$ cat src/rtl/ramp_pkg.sv
package ramp_pkg;
   localparam int unsigned DEF_CODE_W      = 8;
   localparam int unsigned DEF_SYNC_STAGES = 2;
   localparam int unsigned MIN_SYNC_STAGES = 2;
   localparam int unsigned MIN_CODE_W      = 2;
endpackage

$ cat src/rtl/ramp_sync.sv
module ramp_sync #(
   parameter int unsigned STAGES = 2
) (
   input  logic clk,
   input  logic rst_n,
   input  logic d,
   output logic q
);
   logic [STAGES-1:0] sh;

   always_ff @(posedge clk or negedge rst_n) begin
      if (!rst_n) sh <= '0;
      else        sh <= {sh[STAGES-2:0], d};
   end

   assign q = sh[STAGES-1];
endmodule

$ cat src/rtl/ramp_counter.sv
module ramp_counter #(
   parameter int unsigned CODE_W = 8
) (
   input  logic              clk,
   input  logic              rst_n,
   input  logic              clr,
   input  logic              conv_en,
   input  logic              trip,
   output logic [CODE_W-1:0] cnt,
   output logic              done
);
   localparam logic [CODE_W-1:0] FULL = '1;

   logic              at_full;
   logic              run;
   logic [CODE_W-1:0] cnt_nxt;
   logic              done_nxt;

   always_comb begin
      at_full = (cnt == FULL);
      run     = conv_en && !trip && !done && !at_full;
      if (clr) begin
         cnt_nxt  = '0;
         done_nxt = 1'b0;
      end else begin
         cnt_nxt  = run ? cnt + 1'b1 : cnt;
         done_nxt = done || (conv_en && trip) || (cnt_nxt == FULL);
      end
   end

   always_ff @(posedge clk or negedge rst_n) begin
      if (!rst_n) begin
         cnt  <= '0;
         done <= 1'b0;
      end else begin
         cnt  <= cnt_nxt;
         done <= done_nxt;
      end
   end

   assert_clear_R2: assert property (@(posedge clk) disable iff (!rst_n)
      clr |=> (cnt == '0) && !done);
   assert_hold_R3: assert property (@(posedge clk) disable iff (!rst_n)
      (!conv_en && !clr) |=> $stable(cnt));
   assert_step_R4: assert property (@(posedge clk) disable iff (!rst_n)
      (conv_en && !trip && !done && cnt != FULL && !clr) |=> cnt == $past(cnt) + 1'b1);
   assert_no_wrap_R6: assert property (@(posedge clk) disable iff (!rst_n)
      (cnt == FULL && !clr) |=> cnt == FULL);
   assert_trip_done_R7: assert property (@(posedge clk) disable iff (!rst_n)
      (conv_en && trip && !clr) |=> done);
   assert_done_sticky_R7: assert property (@(posedge clk) disable iff (!rst_n)
      (done && !clr) |=> done && $stable(cnt));
endmodule

$ cat src/rtl/ramp_capture.sv
module ramp_capture #(
   parameter int unsigned CODE_W = 8
) (
   input  logic              clk,
   input  logic              rst_n,
   input  logic              conv_en,
   input  logic [CODE_W-1:0] cnt,
   output logic [CODE_W-1:0] result
);
   logic conv_q;
   logic fall;

   assign fall = conv_q && !conv_en;

   always_ff @(posedge clk or negedge rst_n) begin
      if (!rst_n) begin
         conv_q <= 1'b0;
         result <= '0;
      end else begin
         conv_q <= conv_en;
         if (fall) result <= cnt;
      end
   end

   assert_capture_R8: assert property (@(posedge clk) disable iff (!rst_n)
      fall |=> result == $past(cnt));
   assert_keep_R8: assert property (@(posedge clk) disable iff (!rst_n)
      !fall |=> $stable(result));
endmodule

$ cat src/rtl/ramp_adc_ctrl.sv
module ramp_adc_ctrl
   import ramp_pkg::*;
#(
   parameter int unsigned CODE_W      = DEF_CODE_W,
   parameter int unsigned SYNC_STAGES = DEF_SYNC_STAGES
) (
   input  logic              clk,
   input  logic              rst_n,
   input  logic              cnt_clr,
   input  logic              conv_en,
   input  logic              cmp_hit,
   output logic [CODE_W-1:0] dac_code,
   output logic [CODE_W-1:0] result,
   output logic              done
);
   generate
      if (CODE_W < MIN_CODE_W) begin : g_bad_width
         $error("ramp_adc_ctrl: CODE_W below minimum");
      end
      if (SYNC_STAGES < MIN_SYNC_STAGES) begin : g_bad_sync
         $error("ramp_adc_ctrl: SYNC_STAGES below minimum");
      end
   endgenerate

   logic cmp_s;

   ramp_sync #(.STAGES(SYNC_STAGES)) u_sync (
      .clk   (clk),
      .rst_n (rst_n),
      .d     (cmp_hit),
      .q     (cmp_s)
   );

   ramp_counter #(.CODE_W(CODE_W)) u_cnt (
      .clk     (clk),
      .rst_n   (rst_n),
      .clr     (cnt_clr),
      .conv_en (conv_en),
      .trip    (cmp_s),
      .cnt     (dac_code),
      .done    (done)
   );

   ramp_capture #(.CODE_W(CODE_W)) u_cap (
      .clk     (clk),
      .rst_n   (rst_n),
      .conv_en (conv_en),
      .cnt     (dac_code),
      .result  (result)
   );

   assert_reset_R1: assert property (@(posedge clk)
      !rst_n |-> (dac_code == '0) && (result == '0) && !done);
endmodule

$ cat config.mk
export PLATFORM = sky130hd
export DESIGN_NAME = ramp_adc_ctrl
export DESIGN_NICKNAME = d
export VERILOG_FILES = /design/src/rtl/ramp_pkg.sv /design/src/rtl/ramp_sync.sv /design/src/rtl/ramp_counter.sv /design/src/rtl/ramp_capture.sv /design/src/rtl/ramp_adc_ctrl.sv
export SDC_FILE = /design/constraint.sdc
export NUM_CORES = 1
export LEC_CHECK = 0
export BUFFER_PORTS_ARGS = -buffer_cell sky130_fd_sc_hd__buf_2
export CAP_MARGIN = 25
export CORE_MARGIN = 10
export CORE_UTILIZATION = 35
export CTS_BUF_LIST = sky130_fd_sc_hd__clkbuf_8 sky130_fd_sc_hd__clkbuf_16
export CTS_CLUSTER_SIZE = 30
export DETAILED_ROUTE_END_ITERATION = 8
export PLACE_DENSITY_LB_ADDON = 0.05
export SLEW_MARGIN = 5
export SYNTH_ARGS = -nofsm -noshare
export SYNTH_HDL_FRONTEND = slang
export SYNTH_SLANG_ARGS = --single-unit
export TNS_END_PERCENT = 30
$ cat constraint.sdc
create_clock -name clk -period 4.05 [get_ports clk]
set_input_delay 0.81 -clock clk [delete_from_list [all_inputs] [get_ports clk]]
set_output_delay 0.81 -clock clk [all_outputs]
set_load 0.01 [all_outputs]
==> metrics.cfg, run 1 <==
[status]
status = complete, no violations

[worst_setup_path]
crit_start = u_cnt.cnt[3]
worstPathCellList = buf_2
worstSetupEndpoint = dac_code[3]
cp_num_cells = 1
r2r_setup_slack_ns = 2.39
crit_path_start_kind = register
critPathTopFamily = flip-flops
reg2reg_to = u_cnt.done
crit_required_ns = 3.24
crit_buf_inv = 1
path_class = reg2out
critPathSlowestCell = dfrtp_1
slowest_delay_ns = 0.55
worstPathMaxFanout = 9
r2r_start = u_cnt.cnt[0]
end_kind = output pin
cp.arrival_ns = 1.01
r2r.worst_path.cells = 5

[yosys]
syn-cell-area_um2 = 1010
synth_area_per_cell_um2 = 10.8
netlist_instances = 94
syn_nets = 100
synth_area_leaders = dfrtp_1 49%, mux2_2 7.8%, nor2_1 3.3%
synth_edf_count = 0
synth_seq_cells = 20
ys_types = 33
yosysWarnings = 0
seq_area_frac_synth_pct = 49.4
ys.flop_type = dfrtp_1
yosysTopAreaCell = dfrtp_1
synth_top_area_share_pct = 49.4
async_flop_share_pct = 100

[drt]
drt-total-wl_um = 2340
vias_per_cell = 5.61
wl_per_cell_um = 16.2
routed-via-count = 813
drc = 0
dr.pass1.iters = 4
drtIter0Drc = 27
postRouteAntennaNets = 0

[clock_network]
clock_sinks = 20
path_clk_slew_ns = 0.07
cts_buffers = 3
clockRootBuffer = clkbuf_8
cts_resized = 0
cts_setup_buffers = 0
hold_buffers = 0
cts_buffer_depth = 2
htree_levels = 1
insertion_delay_ns = 0.25
cts_tree = built

[timing]
fin_ws_ns = 2.23
finalSetupViolations = 0
hold_violations = 0
tns_ns = 0
rsz0062_at_grt = no
final.period_utilization_pct = 44.9
fmax_ghz = 0.550
slew-limit-headroom_pct = 69.5
drv_slew = 0
skew_ns = 0.00315
worst_pin_slew_ns = 0.457
min_period_ns = 1.82

[cells_and_area]
design_area_um2 = 1160
utilization_pct = 42.1
nFillCells = 278
seqCellArea_um2 = 500
multi_input_area_um2 = 464
antenna_cells = 0
synthToLayoutAreaGrowth_pct = 14.6
drive_above_1_share_pct = 31.6
fin_nets = 122

[pwr]
power_density_nw_per_um2 = 316
clockPowerShare_pct = 35.3
switching_share_pct = 22.9
peakVddDrop_mv = 0.168
power.leakage_uw = 0.000555
power.internal_uw = 283
seq_power_share_pct = 57.2
switchingPower_uw = 83.8
power_frac_comb_pct = 7.5

[place]
portBuffers = 21
placed_cell_area_um2 = 1120
place_ws_ns = 2.06
place_congestion = 0.823
dp_hpwl_um = 1740

[die]
die-area_um2 = 5450
start_util_pct = 36.8
die_w_um = 73.8
rows = 19
core-area_um2 = 2760
fp.dieH_um = 73.8
ios = 22

[global_routing]
grt_antenna_before_repair = 0
grt_pass1_vias = 783
grt_max_degree = 21
track_usage_pct = 8.94
grt_pass1_wl_um = 3820
grt_remaining_overflow = 0

[job]
maxCapViolations = 0

[min_path]
min_path_type = reg2reg

[synthesized netlist by cell type, types with 3 or more instances]
cell and instances:
a21oi_1 6, buf_6 3, dfrtp_1 20, inv_1 3, mux2_2 7, mux2i_1 3, nand2_1 6, nand3_1 5
nand4_1 3, nor2_1 9
[placed cells by master, fill, tap and decap left out, types with 3 or more instances in the layout]
cell type	n
a21oi_1	6
buf_2	21
clkbuf_8	3
dfrtp_1	20
inv_1	3
mux2_2	7
mux2i_1	3
nand2_1	6
nand3_1	5
nand4_1	3
nor2_1	9
[flip-flops by register name, indices dropped and copies added (netlist names)]
name,flops
u_sync.sh,2
u_cap.result,8
u_cnt.cnt,8
u_cap.conv_q,1
u_cnt.done,1
[per-stage QoR]
step           hold slack (ns)  total power, µW  cells
6_report                 0.350              366    145
5_1_grt                  0.364              381    145
4_1_cts                  0.352              371    145
3_5_place_dp             0.336              242    142
3_3_place_gp             0.333              242    142
2_1_floorplan            0.331              230     94
[kinds of logic (layout without fill, tap and decap cells)]
logic type / count (synthesis) / after routing / synth area share (%)
compound gates: 19 / 19 / 12.7
xor+xnor: 1 / 1 / 0.864
fa+ha+maj: 1 / 1 / 1.23
buf+inv: 7 / 27 / 4.81
flops: 20 / 20 / 49.4
mux: 10 / 10 / 10.7
simple gates: 36 / 36 / 20.2
[power by group through the flow]
stage / Sequential [µW] / Clock (µW) / Combinational (µW)
2_1_floorplan: 215 / 0 / 15.0
3_3_place_gp: 213 / 0 / 28.6
3_5_place_dp: 214 / 0 / 28.6
4_1_cts: 210 / 133 / 28.6
5_1_grt: 210 / 140 / 31.3
6_report: 210 / 129 / 27.7
[per-layer routing]
metal  global-route usage, %  share of wire (%)
met1                    11.4                 45
met2                    13.7                 46
met3                    2.56                7.2
met4                    3.73                1.7
met5                       0                  0
[layout make-up]
class | instances | share of cell area, %
multi-input cells | 67 | 40.0
clock buffers | 3 | 3.56
inverters | 3 | 0.970
well taps | 31 | 3.34
flip-flops and latches | 20 | 43.1
repair buffers | 21 | 9.05
[worst min path at each step]
stage	start	to	slack [ns]	depth (start not counted)
6_report	u_sync.sh[0]	u_sync.sh[1]	0.35	0
5_1_grt	u_sync.sh[0]	u_sync.sh[1]	0.36	0
4_1_cts	u_sync.sh[0]	u_sync.sh[1]	0.35	0
3_5_place_dp	u_sync.sh[0]	u_sync.sh[1]	0.34	0
3_3_place_gp	u_sync.sh[0]	u_sync.sh[1]	0.33	0
2_1_floorplan	u_sync.sh[0]	u_sync.sh[1]	0.33	0
Note: power is estimated with default switching activity, not from simulation.
==> run 2, diff against run 1 <==
- clock period: 4.05 -> 1.49 ns (I/O delays scaled with it)
==> metrics.cfg, run 2 (synthesis results as in run 1) <==
[worst_setup_path]
crit_required_ns = 1.65  ; -1.59 ns
reg2reg_to = u_cnt.done
critPathSlowestCell = dfrtp_1
critPathTopFamily = simple AND/OR/NAND/NOR gates
r2r.worst_path.cells = 5  ; unchanged
cp.arrival_ns = 1.67  ; +0.66 ns
worstPathMaxFanout = 4  ; -5
path_class = reg2reg
crit_buf_inv = 0  ; -1
slowest_delay_ns = 0.42  ; -0.13 ns
worstPathCellList = nand4bb_4 > or2_4 > nor2_2 > o22ai_1 > a41o_1
crit_path_start_kind = register
crit_start = u_sync.sh[1]
r2r_setup_slack_ns = -0.02  ; -2.41 ns
r2r_start = u_sync.sh[1]
end_kind = register

[global_routing]
grt_pass1_wl_um = 4290  ; +12%
grt_max_degree = 21  ; unchanged
grt_pass1_vias = 908  ; +16%
grt_remaining_overflow = 0  ; unchanged
track_usage_pct = 10.2  ; +1.2 points
grt_antenna_before_repair = 0  ; unchanged

[die]
die-area_um2 = 5450  ; unchanged
start_util_pct = 36.8  ; unchanged
die_w_um = 73.8  ; unchanged
core-area_um2 = 2760  ; unchanged
ios = 22  ; unchanged
fp.dieH_um = 73.8  ; unchanged
rows = 19  ; unchanged

[timing]
min_period_ns = 1.51
hold_violations = 0  ; unchanged
fin_ws_ns = -0.0182  ; -2.25 ns
finalSetupViolations = 2  ; +2
worst_pin_slew_ns = 0.458  ; +0.000245 ns
final.period_utilization_pct = 101
holdWs_ns = 0.133  ; -0.216 ns
slew-limit-headroom_pct = 69.5  ; about the same
tns_ns = -0.0275  ; -0.0275 ns
skew_ns = 0.00650  ; +0.00334 ns
fmax_ghz = 0.663
rsz0062_at_grt = yes
drv_slew = 0  ; unchanged

[cells_and_area]
reg_top3 = u_cap.result x8, u_cnt.cnt x8, u_sync.sh x2
fin_nets = 137  ; +12%
layout_commonest_cell = buf_2
drive_above_1_share_pct = 47.7  ; +16 points
synthToLayoutAreaGrowth_pct = 35.1
nFillCells = 260  ; -6.5%
antenna_cells = 0  ; unchanged
mostFrequentLayoutCells = 21 x buf_2, 19 x dfrtp_1, 14 x buf_4

[drt]
wl_per_cell_um = 16.2  ; +0.17%
drc = 0  ; unchanged
vias_per_cell = 5.31  ; -5.3%
drt-total-wl_um = 2610  ; +11%
dr.pass1.iters = 4  ; unchanged
drtIter0Drc = 44  ; +63%
routed-via-count = 855  ; +5.2%
postRouteAntennaNets = 0  ; unchanged

[pwr]
power.leakage_uw = 0.000671  ; +21%
total_power_uw = 1210  ; +230%
power_density_nw_per_um2 = 887  ; +180%
peakVddDrop_mv = 0.782  ; +370%

[clock_network]
cts_buffers = 3  ; unchanged
htree_levels = 1  ; unchanged
clockRootBuffer = clkbuf_8
cts_buffer_depth = 2  ; unchanged
insertion_delay_ns = 0.26  ; about the same
clock_sinks = 20  ; unchanged
path_clk_slew_ns = 0.08  ; about the same
cts_tree = built

[place]
dp_hpwl_um = 1920  ; +11%
place_ws_ns = -0.0416  ; -2.10 ns
place_congestion = 0.898  ; +9.1%
portBuffers = 21  ; unchanged

[min_path]
hold_end = u_sync.sh[0]
hold_path_depth = 1  ; +1
min_path_type = in2reg
min_from = cmp_hit

[job]
maxCapViolations = 0  ; unchanged

[status]
status = finished with violations
violations = setup timing

-- run 2: through the flow --
step	cell area [µm²]	instances	utilization (%)
floorplan	1020	94	-
global placement	1210	154	44.0
detailed placement	1210	154	44.0
CTS	1310	159	47.6
global route	1370	161	49.6
finish	1370	161	49.6
-- run 2: worst reg2reg max path, delay by kind of cell (launching register included) --
family | cells | cell delay, ns
flip-flops | 1 | 0.42
AO/OA/AOI/OAI | 2 | 0.33
AND/OR/NAND/NOR | 3 | 0.66
-- run 2: cell type report --
class	instances	area [µm²]	share of cell area (%)
Timing Repair Buffer	36	220	16.1
Tap cell	31	38.8	2.83
Sequential cell	20	502	36.7
Clock buffer	3	41.3	3.02
Multi-Input combinational cell	67	526	38.4
Clock inverter	1	30.0	2.19
Inverter	3	11.3	0.823
-- run 2: metal layers --
metal  global-route usage [%]  share of wire, %  up-vias
met5                        0                 0        -
met2                     14.8                47       25
li1                         -                 -      417
met3                     3.77               6.0        9
met4                     7.45               3.5        0
met1                     11.9                44      404
-- run 2: timing repair --
action	4_1_cts	5_1_grt
endpoints found under the setup margin	2	5
setup buffers	0	2
hold buffers	1	0
resized for setup	2	10
hold endpoints to repair	18	0
pin swaps	0	8
-- run 2: report_power, final --
group / leakage (µW) / switching, µW / internal, µW
clock network: 0.0000357 / 192 / 359
logic: 0.000366 / 50.6 / 46.4
registers: 0.000269 / 9.76 / 557
-- run 2: worst max-delay path by stage --
stage,to,cells past startpoint
after floorplan,u_cnt.done,5
after global placement,u_cnt.done,5
after detailed placement,u_cnt.done,5
after CTS,u_cnt.done,5
after global routing,u_cnt.done,5
final,u_cnt.done,5
==> run 3, diff against run 2 <==
- CORE_UTILIZATION: 35 -> 30
- PLACE_DENSITY_LB_ADDON: 0.05 -> not set
==> metrics.cfg, run 3 (synthesis results as in run 1) <==
[status]
status = finished with violations
violations = setup timing

[worst_setup_path]
r2r_start = u_sync.sh[1]
worstPathMaxFanout = 4  ; unchanged
cp.arrival_ns = 1.65  ; -0.02 ns
end_kind = register
r2r.worst_path.cells = 5  ; unchanged
path_class = reg2reg
crit_path_start_kind = register
crit_required_ns = 1.64  ; about the same
reg2reg_to = u_cnt.done
r2r_setup_slack_ns = -0.007  ; about the same

[global_routing]
grt_pass1_vias = 938  ; +3.3%
track_usage_pct = 8.90  ; -1.3 points
grt_pass1_wl_um = 4490  ; +4.5%
grt_remaining_overflow = 0  ; unchanged
grt_max_degree = 21  ; unchanged
grt_antenna_before_repair = 0  ; unchanged

[timing]
slew-limit-headroom_pct = 69.8  ; +0.27 points
rsz0062_at_grt = yes
finalSetupViolations = 1  ; -1
hold_violations = 0  ; unchanged
min_period_ns = 1.50  ; -0.0114 ns
worst_pin_slew_ns = 0.453  ; -0.00408 ns
skew_ns = 0.00388  ; -0.00262 ns
final.period_utilization_pct = 100  ; -0.77 points
fin_ws_ns = -0.00675  ; +0.0114 ns
fmax_ghz = 0.668  ; +0.76%
drv_slew = 0  ; unchanged

[die]
die-area_um2 = 6100  ; +12%
start_util_pct = 30.6  ; -6.1 points
die_w_um = 78.1  ; +5.8%
ios = 22  ; unchanged
fp.dieH_um = 78.1  ; +5.8%
rows = 21  ; +2
core-area_um2 = 3310  ; +20%

[cells_and_area]
antenna_cells = 0  ; unchanged
mostFrequentLayoutCells = 21 x buf_2, 18 x dfrtp_1, 11 x buf_4
drive_above_1_share_pct = 42.5  ; -5.2 points
fin_nets = 134  ; -2.2%
synthToLayoutAreaGrowth_pct = 29.9
reg_top3 = u_cap.result x8, u_cnt.cnt x8, u_sync.sh x2
layout_commonest_cell = buf_2
utilization_pct = 39.8  ; -9.9 points

[job]
maxCapViolations = 0  ; unchanged

[pwr]
total_power_uw = 1020  ; -16%
peakVddDrop_mv = 0.518  ; -34%
power.leakage_uw = 0.000629  ; -6.2%
power_density_nw_per_um2 = 772  ; -13%

[drt]
postRouteAntennaNets = 0  ; unchanged
drtIter0Drc = 30  ; -32%
drt-total-wl_um = 2720  ; +4.5%
routed-via-count = 866  ; +1.3%
dr.pass1.iters = 4  ; unchanged
drc = 0  ; unchanged
vias_per_cell = 5.01  ; -5.7%
wl_per_cell_um = 15.7  ; -2.8%

[clock_network]
htree_levels = 1  ; unchanged
clockRootBuffer = clkbuf_8
cts_buffer_depth = 2  ; unchanged
path_clk_slew_ns = 0.07  ; about the same
cts_setup_buffers = 0  ; unchanged
insertion_delay_ns = 0.26  ; about the same
cts_buffers = 3  ; unchanged
clock_sinks = 20  ; unchanged
cts_tree = built

[min_path]
min_from = cmp_hit
hold_path_depth = 1  ; unchanged
hold_end = u_sync.sh[0]
min_path_type = in2reg

[place]
dp_hpwl_um = 2070  ; +7.9%
portBuffers = 21  ; unchanged
place_congestion = 0.946  ; +5.4%

[run 3: area by class of cell]
type	count	area (µm²)
clock buffers	3	41.3
inverters	3	11.3
fillers	359	1990
flip-flops and latches	20	503
repair buffers	33	198
clock inverters	1	3.75
multi-input cells	67	502
well taps	46	57.6
[run 3: how the worst max path moves through the flow]
stage | depth (start not counted) | endpoint | start | slack (ns)
final | 5 | u_cnt.done | u_sync.sh[1] | -0.007
after floorplan | 5 | u_cnt.done | u_cnt.done | 0.01
after CTS | 5 | u_cnt.done | u_sync.sh[1] | -0.007
after global placement | 5 | u_cnt.done | u_cnt.done | 0.01
after global routing | 5 | u_cnt.done | u_sync.sh[1] | -0.09
after detailed placement | 5 | u_cnt.done | u_cnt.done | -0.08
[run 3: worst max-delay path, stage by stage, from the launching register on]
cell	delay, ns
dfrtp_1	0.42
nand4bb_4	0.28
or2_4	0.28
o22ai_4	0.12
nor2_1	0.05
a41o_1	0.23
[run 3: routing by layer]
metal	track usage (%)	vias to the layer above	routed length, µm
li1	-	410	-
met1	9.68	419	1160
met2	15.5	35	1330
met3	3.30	2	200
met4	3.05	0	32
met5	0	-	0
[run 3: per-stage QoR]
stage,cell area (µm²),worst slack [ns],cells,TNS (ns),hold slack [ns]
detailed placement,1220,-0.0774,168,-0.0774,0.276
floorplan,1020,0.0140,94,0,0.00241
global route,1320,-0.0865,173,-0.0865,0.131
CTS,1320,-0.00746,173,-0.00746,0.133
finish,1320,-0.00675,173,-0.00675,0.140
global placement,1220,0.0127,168,0,0.271
[run 3: repair_timing]
action                                  in CTS  in global routing
cloned                                       0                  0
endpoints found under the hold margin       20                  0
pin swaps                                    3                  0
hold buffers                                 1                  0
endpoints found under the setup margin       2                  3
resized for setup                            6                  1
[run 3: power by group]
group	switching, µW	internal [µW]
sequential	9.44	557
clock	172	183
combinational	50.5	44.1
total	232	784
